--- config.mk ---
export PLATFORM = sky130hd
export DESIGN_NAME = gcmd_handler
export DESIGN_NICKNAME = d
export VERILOG_FILES = /design/src/rtl/gcmd_pkg.sv /design/src/rtl/gcmd_decode.sv /design/src/rtl/gcmd_status.sv /design/src/rtl/gcmd_ptr.sv /design/src/rtl/gcmd_handler.sv
export SDC_FILE = /design/constraint.sdc
export NUM_CORES = 1
export LEC_CHECK = 0
export BUFFER_PORTS_ARGS = -buffer_cell sky130_fd_sc_hd__buf_4
export CORE_MARGIN = 3
export CORE_UTILIZATION = 57
export CTS_CLUSTER_DIAMETER = 30
export CTS_CLUSTER_SIZE = 12
export DETAILED_ROUTE_END_ITERATION = 12
export GPL_TIMING_DRIVEN = 0
export PLACE_DENSITY = 0.85
export SYNTH_ARGS = -nofsm -noshare
export SYNTH_HDL_FRONTEND = slang
export SYNTH_SLANG_ARGS = --single-unit
--- constraint.sdc ---
create_clock -name clk_i -period 2.5 [get_ports clk_i]
set_clock_uncertainty 0.05 [all_clocks]
set_input_delay 0.25 -clock clk_i [delete_from_list [all_inputs] [get_ports clk_i]]
set_output_delay 0.25 -clock clk_i [all_outputs]
set_load 0.05 [all_outputs]
--- src/rtl/gcmd_pkg.sv ---
package gcmd_pkg;
  localparam int unsigned NCMD   = 5;
  localparam int unsigned B_QI   = 0;
  localparam int unsigned B_IR   = 1;
  localparam int unsigned B_CF   = 2;
  localparam int unsigned B_SIRT = 3;
  localparam int unsigned B_SRT  = 4;
  localparam int unsigned NLVL   = B_CF + 1;  // level (persistent) command bits
  localparam int unsigned REG_AW = 3;

  typedef enum logic [REG_AW-1:0] {
    RA_CMD      = 3'd0,
    RA_STS      = 3'd1,
    RA_ROOT_STG = 3'd2,
    RA_IRT_STG  = 3'd3,
    RA_QHEAD    = 3'd4,
    RA_ROOT_ACT = 3'd5,
    RA_IRT_ACT  = 3'd6
  } reg_addr_e;

  typedef struct packed {
    logic qi_on;
    logic qi_off;
    logic ir_on;
    logic ir_off;
    logic cf_on;
    logic cf_off;
    logic irt_go;
    logic root_go;
  } cmd_act_t;
endpackage

--- src/rtl/gcmd_decode.sv ---
module gcmd_decode
  import gcmd_pkg::*;
#(
  parameter bit CAP_QI = 1'b1,
  parameter bit CAP_IR = 1'b1
) (
  input  logic            wr_i,
  input  logic [NCMD-1:0] new_i,
  input  logic [NLVL-1:0] old_i,
  output cmd_act_t        act_o
);
  logic [NLVL-1:0] chg;
  assign chg = new_i[NLVL-1:0] ^ old_i;

  always_comb begin
    act_o = '0;
    if (wr_i) begin
      if (CAP_QI && chg[B_QI]) begin
        act_o.qi_on  = new_i[B_QI];
        act_o.qi_off = !new_i[B_QI];
      end
      if (CAP_IR) begin
        if (chg[B_IR]) begin
          act_o.ir_on  = new_i[B_IR];
          act_o.ir_off = !new_i[B_IR];
        end
        if (chg[B_CF]) begin
          act_o.cf_on  = new_i[B_CF];
          act_o.cf_off = !new_i[B_CF];
        end
        act_o.irt_go = new_i[B_SIRT];
      end
      act_o.root_go = new_i[B_SRT];  // not capability gated
    end
  end
endmodule

--- src/rtl/gcmd_status.sv ---
module gcmd_status
  import gcmd_pkg::*;
(
  input  logic            clk_i,
  input  logic            rst_ni,
  input  cmd_act_t        act_i,
  output logic [NCMD-1:0] sts_o,
  output logic            wake_o
);
  logic [NLVL-1:0]      on_v, off_v, lvl_q;
  logic [NCMD-NLVL-1:0] go_v, stk_q;

  assign on_v  = {act_i.cf_on,  act_i.ir_on,  act_i.qi_on};
  assign off_v = {act_i.cf_off, act_i.ir_off, act_i.qi_off};
  assign go_v  = {act_i.root_go, act_i.irt_go};

  always_ff @(posedge clk_i or negedge rst_ni) begin
    if (!rst_ni) begin
      lvl_q  <= '0;
      stk_q  <= '0;
      wake_o <= 1'b0;
    end else begin
      for (int i = 0; i < int'(NLVL); i++) begin
        if (on_v[i])       lvl_q[i] <= 1'b1;
        else if (off_v[i]) lvl_q[i] <= 1'b0;
      end
      stk_q  <= stk_q | go_v;
      wake_o <= act_i.qi_on;
    end
  end

  assign sts_o = {stk_q, lvl_q};
endmodule

--- src/rtl/gcmd_ptr.sv ---
module gcmd_ptr #(
  parameter int unsigned PTR_W = 32
) (
  input  logic             clk_i,
  input  logic             rst_ni,
  input  logic             stg_we_i,
  input  logic [PTR_W-1:0] stg_d_i,
  input  logic             go_i,
  output logic [PTR_W-1:0] stg_o,
  output logic [PTR_W-1:0] act_o
);
  always_ff @(posedge clk_i or negedge rst_ni) begin
    if (!rst_ni) begin
      stg_o <= '0;
      act_o <= '0;
    end else begin
      if (stg_we_i) stg_o <= stg_d_i;
      if (go_i)     act_o <= stg_o;
    end
  end
endmodule

--- src/rtl/gcmd_handler.sv ---
module gcmd_handler
  import gcmd_pkg::*;
#(
  parameter int unsigned DATA_W = 32,
  parameter int unsigned PTR_W  = 32,
  parameter int unsigned QH_W   = 16,
  parameter bit          CAP_QI = 1'b1,
  parameter bit          CAP_IR = 1'b1
) (
  input  logic              clk_i,
  input  logic              rst_ni,
  input  logic              wr_en_i,
  input  logic [2:0]        wr_addr_i,
  input  logic [DATA_W-1:0] wr_data_i,
  input  logic [2:0]        rd_addr_i,
  output logic [DATA_W-1:0] rd_data_o,
  input  logic              qh_upd_i,
  input  logic [QH_W-1:0]   qh_val_i,
  output logic [4:0]        sts_o,
  output logic              qi_wake_o,
  output logic [PTR_W-1:0]  root_ptr_o,
  output logic [PTR_W-1:0]  irt_ptr_o,
  output logic [QH_W-1:0]   qhead_o
);
  localparam int unsigned NPTR = 2;

  logic            cmd_we;
  logic [NLVL-1:0] cmd_q;
  cmd_act_t        act;
  logic [NPTR-1:0] stg_we_v, go_v;
  logic [PTR_W-1:0] stg_v [NPTR];
  logic [PTR_W-1:0] act_v [NPTR];

  assign cmd_we = wr_en_i && (wr_addr_i == RA_CMD);

  gcmd_decode #(.CAP_QI(CAP_QI), .CAP_IR(CAP_IR)) u_dec (
    .wr_i  (cmd_we),
    .new_i (wr_data_i[NCMD-1:0]),
    .old_i (cmd_q),
    .act_o (act)
  );

  gcmd_status u_sts (
    .clk_i  (clk_i),
    .rst_ni (rst_ni),
    .act_i  (act),
    .sts_o  (sts_o),
    .wake_o (qi_wake_o)
  );

  // one-shot trigger bits are not kept
  always_ff @(posedge clk_i or negedge rst_ni) begin
    if (!rst_ni)     cmd_q <= '0;
    else if (cmd_we) cmd_q <= wr_data_i[NLVL-1:0];
  end

  // disable clear wins over engine update
  always_ff @(posedge clk_i or negedge rst_ni) begin
    if (!rst_ni)          qhead_o <= '0;
    else if (act.qi_off)  qhead_o <= '0;
    else if (qh_upd_i)    qhead_o <= qh_val_i;
  end

  assign stg_we_v[0] = wr_en_i && (wr_addr_i == RA_ROOT_STG);
  assign stg_we_v[1] = wr_en_i && (wr_addr_i == RA_IRT_STG);
  assign go_v        = {act.irt_go, act.root_go};

  for (genvar g = 0; g < int'(NPTR); g++) begin : g_ptr
    gcmd_ptr #(.PTR_W(PTR_W)) u_ptr (
      .clk_i    (clk_i),
      .rst_ni   (rst_ni),
      .stg_we_i (stg_we_v[g]),
      .stg_d_i  (wr_data_i[PTR_W-1:0]),
      .go_i     (go_v[g]),
      .stg_o    (stg_v[g]),
      .act_o    (act_v[g])
    );
  end

  assign root_ptr_o = act_v[0];
  assign irt_ptr_o  = act_v[1];

  always_comb begin
    unique case (rd_addr_i)
      RA_CMD:      rd_data_o = DATA_W'(cmd_q);
      RA_STS:      rd_data_o = DATA_W'(sts_o);
      RA_ROOT_STG: rd_data_o = DATA_W'(stg_v[0]);
      RA_IRT_STG:  rd_data_o = DATA_W'(stg_v[1]);
      RA_QHEAD:    rd_data_o = DATA_W'(qhead_o);
      RA_ROOT_ACT: rd_data_o = DATA_W'(act_v[0]);
      RA_IRT_ACT:  rd_data_o = DATA_W'(act_v[1]);
      default:     rd_data_o = '0;
    endcase
  end
endmodule

* After elaboration in Yosys (flattened, before gate mapping)
Index checks and enable logic that the tools add are counted.
Storage, ports and cells: output and inout bits 118, word-level logic and storage cells 46, register bits 153
Operators by class: bitwise gates (word level) 2, multiplexer cells 13, equal/unequal tests 8, reduce and logical (&&, ||, !) cells 12
Operators by type and width (count):
- $pmux W32 S7 | 1
- $mux W16 | 2
- $eq A3 B2 Y1 const B | 4
- $eq A3 B3 Y1 const B | 3
- $mux W8 | 1
- $reduce_bool A2 Y1 | 4
- $logic_not A3 Y1 | 2
- $mux W1 | 6
- $mux W2 | 3
- $eq A3 B1 Y1 const B | 1
- $logic_and A1 B1 Y1 | 3
- $logic_not A1 Y1 | 3
- $xor A3 B3 Y3 | 1
- $or A2 B2 Y2 | 1

* Depth between registers and ports, before layout
Gate-level depths: netlist of the first run.
word-level depth 5, gate-level depth with buffers 7, gate-level depth less buffers 3

* Modules after synthesis
A second synthesis of the first run with hierarchy kept.
Unflattened totals: cells, all modules 511, area, all modules 7649.8 µm²
By module, submodules not included:
- gcmd_ptr | times used 2, cells each 136, area each 2690.1 µm², seq. area each 1601.5 µm²
- gcmd_handler | times used 1, cells each 217, area each 2005.7 µm², seq. area each 475.5 µm²
- gcmd_status | times used 1, cells each 14, area each 196.4 µm², seq. area each 150.1 µm²
- gcmd_decode | times used 1, cells each 8, area each 67.6 µm², seq. area each 0.0 µm²

* Worst setup path after synthesis of the first run
No wires, ideal clock.
kind input to output, start in rd_addr_i[2], end out rd_data_o[4], buffers on the path 2, cell stages on the path 5, slack 282 ps, arrival time 1918 ps, path through buf_2 > buf_2 > mux2i_1 > or2_2 > a31oi_1
On the way: word-level cells in the longest chain between the ends 2, elaborated cells between the ends (all ways) 8, classes of those cells 6 x eq/ne; 1 x mux; 1 x reduce/logical
RTL lines:
- from (decl) | line gcmd_handler.sv:15 | input logic [2:0] rd_addr_i,
- $eq A3 B3 Y1, or another cell as far along | line gcmd_handler.sv:84 | unique case (rd_addr_i)
- $pmux W32 S7 * | line gcmd_handler.sv:84
- to (decl) | line gcmd_handler.sv:16 | output logic [DATA_W-1:0] rd_data_o,
Every way passes the cells marked *; elsewhere a longest branch is shown, timed or not.

* Worst setup path after layout of the first run
start in rd_addr_i[2], end out rd_data_o[17]
The elaborated chain is that of the path after synthesis.

==> results of run 1 <==
==> registers in the layout, summed over array words and instances, names as in the netlist <==
signal,cells
cmd_q,3
g_ptr.u_ptr.act_o,64
g_ptr.u_ptr.stg_o,64
qhead_o,16
u_sts.lvl_q,3
u_sts.stk_q,2
u_sts.wake_o,1
==> per-stage QoR <==
step	utilization (%)	hold slack (ps)	instances
floorplan	-	-95.6	528
global placement	72.3	406	844
detailed placement	72.5	181	845
CTS	77.1	4.47	877
global route	77.1	3.75	877
finish	77.1	13.5	877
==> cell type report <==
cell class                      instances  area share (%)
Inverter                                2          0.0834
Timing Repair Buffer                  176            15.0
Clock buffer                           27            5.59
Clock inverter                          3           0.167
Tap cell                              143            1.99
Multi-Input combinational cell        335            32.7
Buffer                                 38            1.96
Sequential cell                       153            42.6
==> worst min-delay path by stage <==
stage                                                 endpoint  slack, ps  cells past startpoint
after floorplan                           cmd_q[0]$_DFFE_PN0P_       -100                      0
after global placement              u_sts.lvl_q[2]$_DFFE_PN0P_        410                      1
after detailed placement  g_ptr[1].u_ptr.act_o[12]$_DFFE_PN0P_        180                      1
after CTS                  g_ptr[0].u_ptr.stg_o[6]$_DFFE_PN0P_          4                      2
after global routing       g_ptr[0].u_ptr.stg_o[6]$_DFFE_PN0P_          4                      2
final                      g_ptr[0].u_ptr.stg_o[6]$_DFFE_PN0P_         10                      2
==> logic make-up (layout without fill, tap and decap cells) <==
| family | after synthesis | after routing | synth area share, % |
|---|---|---|---|
| multiplexers | 184 | 184 | 28.9 |
| flip-flops | 153 | 153 | 55.1 |
| AND/OR/NAND/NOR | 93 | 93 | 6.70 |
| AO/OA/AOI/OAI | 58 | 58 | 6.68 |
| buffers and inverters | 40 | 246 | 2.63 |
==> routing by layer <==
| metal | share of wire [%] | routed length (um) |
|---|---|---|
| met2 | 50 | 9460 |
| met3 | 7.8 | 1490 |
| met5 | 0 | 0 |
| met1 | 40 | 7690 |
| met4 | 2.4 | 468 |
==> synth_stat cells <==
cell	instances	area (um2)
nor2_1	28	105
a221oi_1	1	8.76
or4b_1	1	10.0
nand3_1	17	85.1
nor3b_1	1	7.51
nor2b_1	6	37.5
mux2i_1	51	510
nand2_2	2	12.5
a221o_1	12	120
a211o_1	1	8.76
a31oi_1	1	6.26
mux2_2	131	1480
a22o_1	12	105
nor3_1	1	5.00
nand2_1	27	101
a211oi_1	1	7.51
and3b_1	1	8.76
nor4bb_1	1	10.0
nand2b_1	4	25.0
a21oi_1	7	35.0
nor4b_4	1	23.8
o21ai_0	3	15.0
nor3b_4	1	18.8
o211ai_1	16	120
or2_2	1	6.26
o311a_1	2	20.0
buf_2	20	100
o221ai_1	2	17.5
inv_1	2	7.51
dfrtp_1	153	3830
mux2_1	2	22.5
nand4b_1	1	8.76
clkbuf_1	17	63.8
buf_6	1	11.3
==> worst max-delay path, delay by kind of cell <==
family,cells,cell delay [ps]
compound gates,1,210
buf+inv,5,1510
simple gates,1,130
==> power breakdown <==
| part | internal, W | switching, W |
|---|---|---|
| clock | 0.00136 | 0.000927 |
| sequential | 0.00309 | 0.000516 |
| combinational | 0.00126 | 0.00233 |
| total | 0.00572 | 0.00378 |
==> timing repair <==
item / in CTS / in global routing
endpoints found under the setup margin: 0 / 2
hold buffers: 2 / 0
gates resized for setup: 0 / 2
hold endpoints to repair: 53 / 0
==> summary.txt, run 1 <==
WP data required: 2200 ps
PD cells: 1050 nW/um2
antenna diode count: 0
area grow syn2layout: 29.5%
DR iter-0 viols: 299
DR vias: 5,216
DP Worst Slack: 159 ps
Min-Delay Startpoint: wr_data_i[6]
post-route ant nets: 0
Synth Register Bits: 153
clock root cell: clkbuf_16
Total GRT Usage: 29.2%
Starting Density: 59.6%
Fmax achieved: 416 MHz
largest fanout on the critical path: 10
Setup WS post-layout: 94.2 ps
Worst-path clk slew: 50 ps
final instance area: 9000 um2
Tcrit/Tclk final: 96.2%
layer with the highest usage: met2
I/O Pins: 176
CTS max path bufs: 2
Synth Cell Area: 6950 um2
met2 usage: 48.1%
Leakage: 4.35 nW
Slew @ Worst Pin: 720 ps
Die W: 116 um
port buffer count: 173
crit path capture type: output port
Peak VDD IR: 0.000790 V
post-CTS setup buffers: 0
hpwl dp: 13,300 um
Tot Pwr: 0.00949 W
most frequent cells in the layout: 172 x buf_4, 153 x dfrtp_1, 131 x mux2_2
Mapped Cells: 528
worst setup path endpoint: rd_data_o[17]
vias in the first global route: 5,398
H-tree depth: 4
DRT Wirelength: 19,100 um
syn_nets: 586
Clk Latency, worst-skew pair: 420 ps
global-route wire length before repair: 29,500 um
CTS tree: yes
worst flop-to-flop path endpoint: qhead_o[7]$_DFFE_PN0P_
syn avg cell area: 13.2 um2
fill count: 728
Synthesis Warnings: 0
drt wl/cell: 21.8 um
RSZ-0062 raised after global routing: no
core footprint: 11,700 um2
Slowest Stage Delay on Critical Path: 530 ps
fin. max-slew vios: 0
Slowest cell on crit path: clkbuf_1
# setup viols final: 0
Hold Path Class: input pin to register
Final nets: 781
fraction of layout cells with a size suffix above 1: 48.5%
fin crit period: 2410 ps
largest net degree at the start of global routing: 102
die height: 116 um
Slew HR: 52.0%
CP arrival: 2110 ps
Max Cap Violations: 0
CTS Buf Count: 17
met3 usage: 9.84%
final hold viol count: 0
multi-input logic area: 2940 um2
initial antenna violation count: 0
commonest non-fill, non-tap cell in the layout: buf_4
floorplan row count: 39
met1 usage in global routing: 36.3%
Seq/Total Area, Yosys: 55.1%
placed cell area: 8460 um2
1st-pass router iterations: 4
Startpoint Class: input pin
reg2reg start: cmd_q[0]$_DFFE_PN0P_
drt drc: 0
status: completed
register area: 3830 um2
setup tns final: 0 ps
crit path kind: input pin to output port
worst r2r path cells: 3
Clock Sinks: 153
Worst Setup SP: rd_addr_i[2]
CP Cell Sequence: buf_4, buf_2, nand2b_1, clkbuf_1, clkbuf_1, o211ai_1, buf_4
gpl congestion: 0.819
grt total ovfl: 0
Synth cell types: 34
Vias/cell: 5.95
die area: 13,600 um2
Worst R2R Setup Slack: 1140 ps
No activity file was read; power rests on OpenSTA's default activity.
==> inputs of run 2 (changes only) <==
--- a/config.mk
+++ b/config.mk
@@ -7,12 +7,12 @@
 export LEC_CHECK = 0
 export BUFFER_PORTS_ARGS = -buffer_cell sky130_fd_sc_hd__buf_4
 export CORE_MARGIN = 3
-export CORE_UTILIZATION = 57
+export CORE_UTILIZATION = 53
 export CTS_CLUSTER_DIAMETER = 30
 export CTS_CLUSTER_SIZE = 12
 export DETAILED_ROUTE_END_ITERATION = 12
 export GPL_TIMING_DRIVEN = 0
-export PLACE_DENSITY = 0.85
+export PLACE_DENSITY = 0.8
 export SYNTH_ARGS = -nofsm -noshare
 export SYNTH_HDL_FRONTEND = slang
 export SYNTH_SLANG_ARGS = --single-unit
==> constraint.sdc (replaced) <==
create_clock -name clk_i -period 2.7 [get_ports clk_i]
set_clock_uncertainty 0.05 [all_clocks]
set_input_delay 0.27 -clock clk_i [delete_from_list [all_inputs] [get_ports clk_i]]
set_output_delay 0.27 -clock clk_i [all_outputs]
set_load 0.05 [all_outputs]
==> summary.txt, run 2 (synthesis results as in run 1) <==
Final nets: 780
gpl congestion: 0.813
layer with the highest usage: met2
Vias/cell: 5.76
RSZ-0062 raised after global routing: no
Hold Path Class: input pin to register
status: completed
Die W: 121 um
CTS tree: yes
crit path capture type: output port
crit path kind: input pin to output port
Clk Latency, worst-skew pair: 420 ps
met3 usage: 7.06%
1st-pass router iterations: 5
clock root cell: clkbuf_16
Slew @ Worst Pin: 734 ps
CTS Buf Count: 17
Tcrit/Tclk final: 91.0%
most frequent cells in the layout: 172 x buf_4, 153 x dfrtp_1, 131 x mux2_2
fraction of layout cells with a size suffix above 1: 49.0%
Peak VDD IR: 0.000692 V
placed cell area: 8490 um2
port buffer count: 173
antenna diode count: 0
grt total ovfl: 0
drt drc: 0
Slowest cell on crit path: clkbuf_1
commonest non-fill, non-tap cell in the layout: buf_4
H-tree depth: 4
hpwl dp: 13,200 um
final core occ: 71.6%
core footprint: 12,700 um2
CP Cell Sequence: buf_4, buf_2, nand2b_1, clkbuf_1, clkbuf_1, o211ai_1, buf_4
vias in the first global route: 5,428
largest fanout on the critical path: 10
I/O Pins: 176
die area: 14,500 um2
post-route ant nets: 0
Starting Density: 54.6%
Fmax achieved: 407 MHz
final instance area: 9110 um2
met1 usage in global routing: 34.1%
Startpoint Class: input pin
Total GRT Usage: 26.2%
WP data required: 2380 ps
Setup WS post-layout: 242 ps
largest net degree at the start of global routing: 104
initial antenna violation count: 0
Slowest Stage Delay on Critical Path: 520 ps
setup tns final: 0 ps
global-route wire length before repair: 29,100 um
drt wl/cell: 20.4 um
DR vias: 5,222
DRT Wirelength: 18,500 um
DR iter-0 viols: 331
fin crit period: 2460 ps
CP arrival: 2140 ps
Slew HR: 51.1%
CTS max path bufs: 2
Max Cap Violations: 0
# resized after CTS: 0
Worst-path clk slew: 60 ps
# setup viols final: 0
Tot Pwr: 0.00909 W
PD cells: 997 nW/um2
biggest regs: g_ptr.u_ptr.act_o: 64 flops, g_ptr.u_ptr.stg_o: 64 flops, qhead_o: 16 flops
area grow syn2layout: 31.1%
Clock Sinks: 153
fin. max-slew vios: 0
met2 usage: 42.8%
floorplan row count: 41
final hold viol count: 0
DP Worst Slack: 306 ps
die height: 121 um
Leakage: 4.38 nW
run 2: cell types whose count changed in the layout (fill, tap and decap cells not counted), sizes merged:
cell and change:
clkinvlp +1, clkbuf -4, bufinv +3, dlygate4sd3 -1, clkinv +1
run 2: worst max-delay path: cells and delay by family:
| kind | cells | cell delay (ps) |
|---|---|---|
| AO/OA/AOI/OAI | 1 | 240 |
| buffers and inverters | 5 | 1490 |
| AND/OR/NAND/NOR | 1 | 130 |
run 2: routing by layer:
layer	vias up	share of wire, %
li1	2308	-
met1	2728	42
met2	164	50
met3	22	6.4
met4	0	1.6
met5	-	0
run 2: metrics by stage:
step / std cells / hold slack [ps]
after global routing: 906 / 19.3
after detailed placement: 874 / 196
after floorplan: 528 / -75.6
final: 906 / 29.5
after global placement: 873 / 403
after CTS: 906 / 17.5
run 2: where the power goes:
part,leakage (nW),total (W),switching [W],internal (W)
clock network,0.299,0.00243,0.000895,0.00154
logic,2.21,0.00331,0.00214,0.00117
registers,1.88,0.00334,0.000473,0.00286
total,4.38,0.00909,0.00351,0.00557
run 2: area by class of cell:
| type | instances | area (um2) |
|---|---|---|
| flip-flops and latches | 153 | 3830 |
| fillers | 931 | 3610 |
| inverters | 2 | 7.51 |
| plain buffers | 38 | 175 |
| well taps | 172 | 215 |
| repair buffers | 175 | 1340 |
| multi-input cells | 335 | 2940 |
| clock inverters | 8 | 118 |
| clock buffers | 23 | 488 |
run 2: repair_timing:
| action | CTS | global route |
|---|---|---|
| endpoints found under the hold margin | 50 | 0 |
| setup buffers | 0 | 0 |
| hold buffers | 1 | 0 |
run 2: path summary, 6_finish.rpt:
kind	start	to	slack, ps	cells after the start
worst max register to register	cmd_q[0]$_DFFE_PN0P_	qhead_o[14]$_DFFE_PN0P_	1420	3
worst min-delay path	wr_data_i[5]	g_ptr[0].u_ptr.stg_o[5]$_DFFE_PN0P_	30	2
max in group asynchronous	rst_ni	g_ptr[1].u_ptr.stg_o[22]$_DFFE_PN0P_	1430	3
min in group asynchronous	rst_ni	g_ptr[0].u_ptr.act_o[5]$_DFFE_PN0P_	310	2
worst min register to register	cmd_q[2]$_DFFE_PN0P_	u_sts.lvl_q[2]$_DFFE_PN0P_	430	1
worst max-delay path	rd_addr_i[2]	rd_data_o[18]	240	7
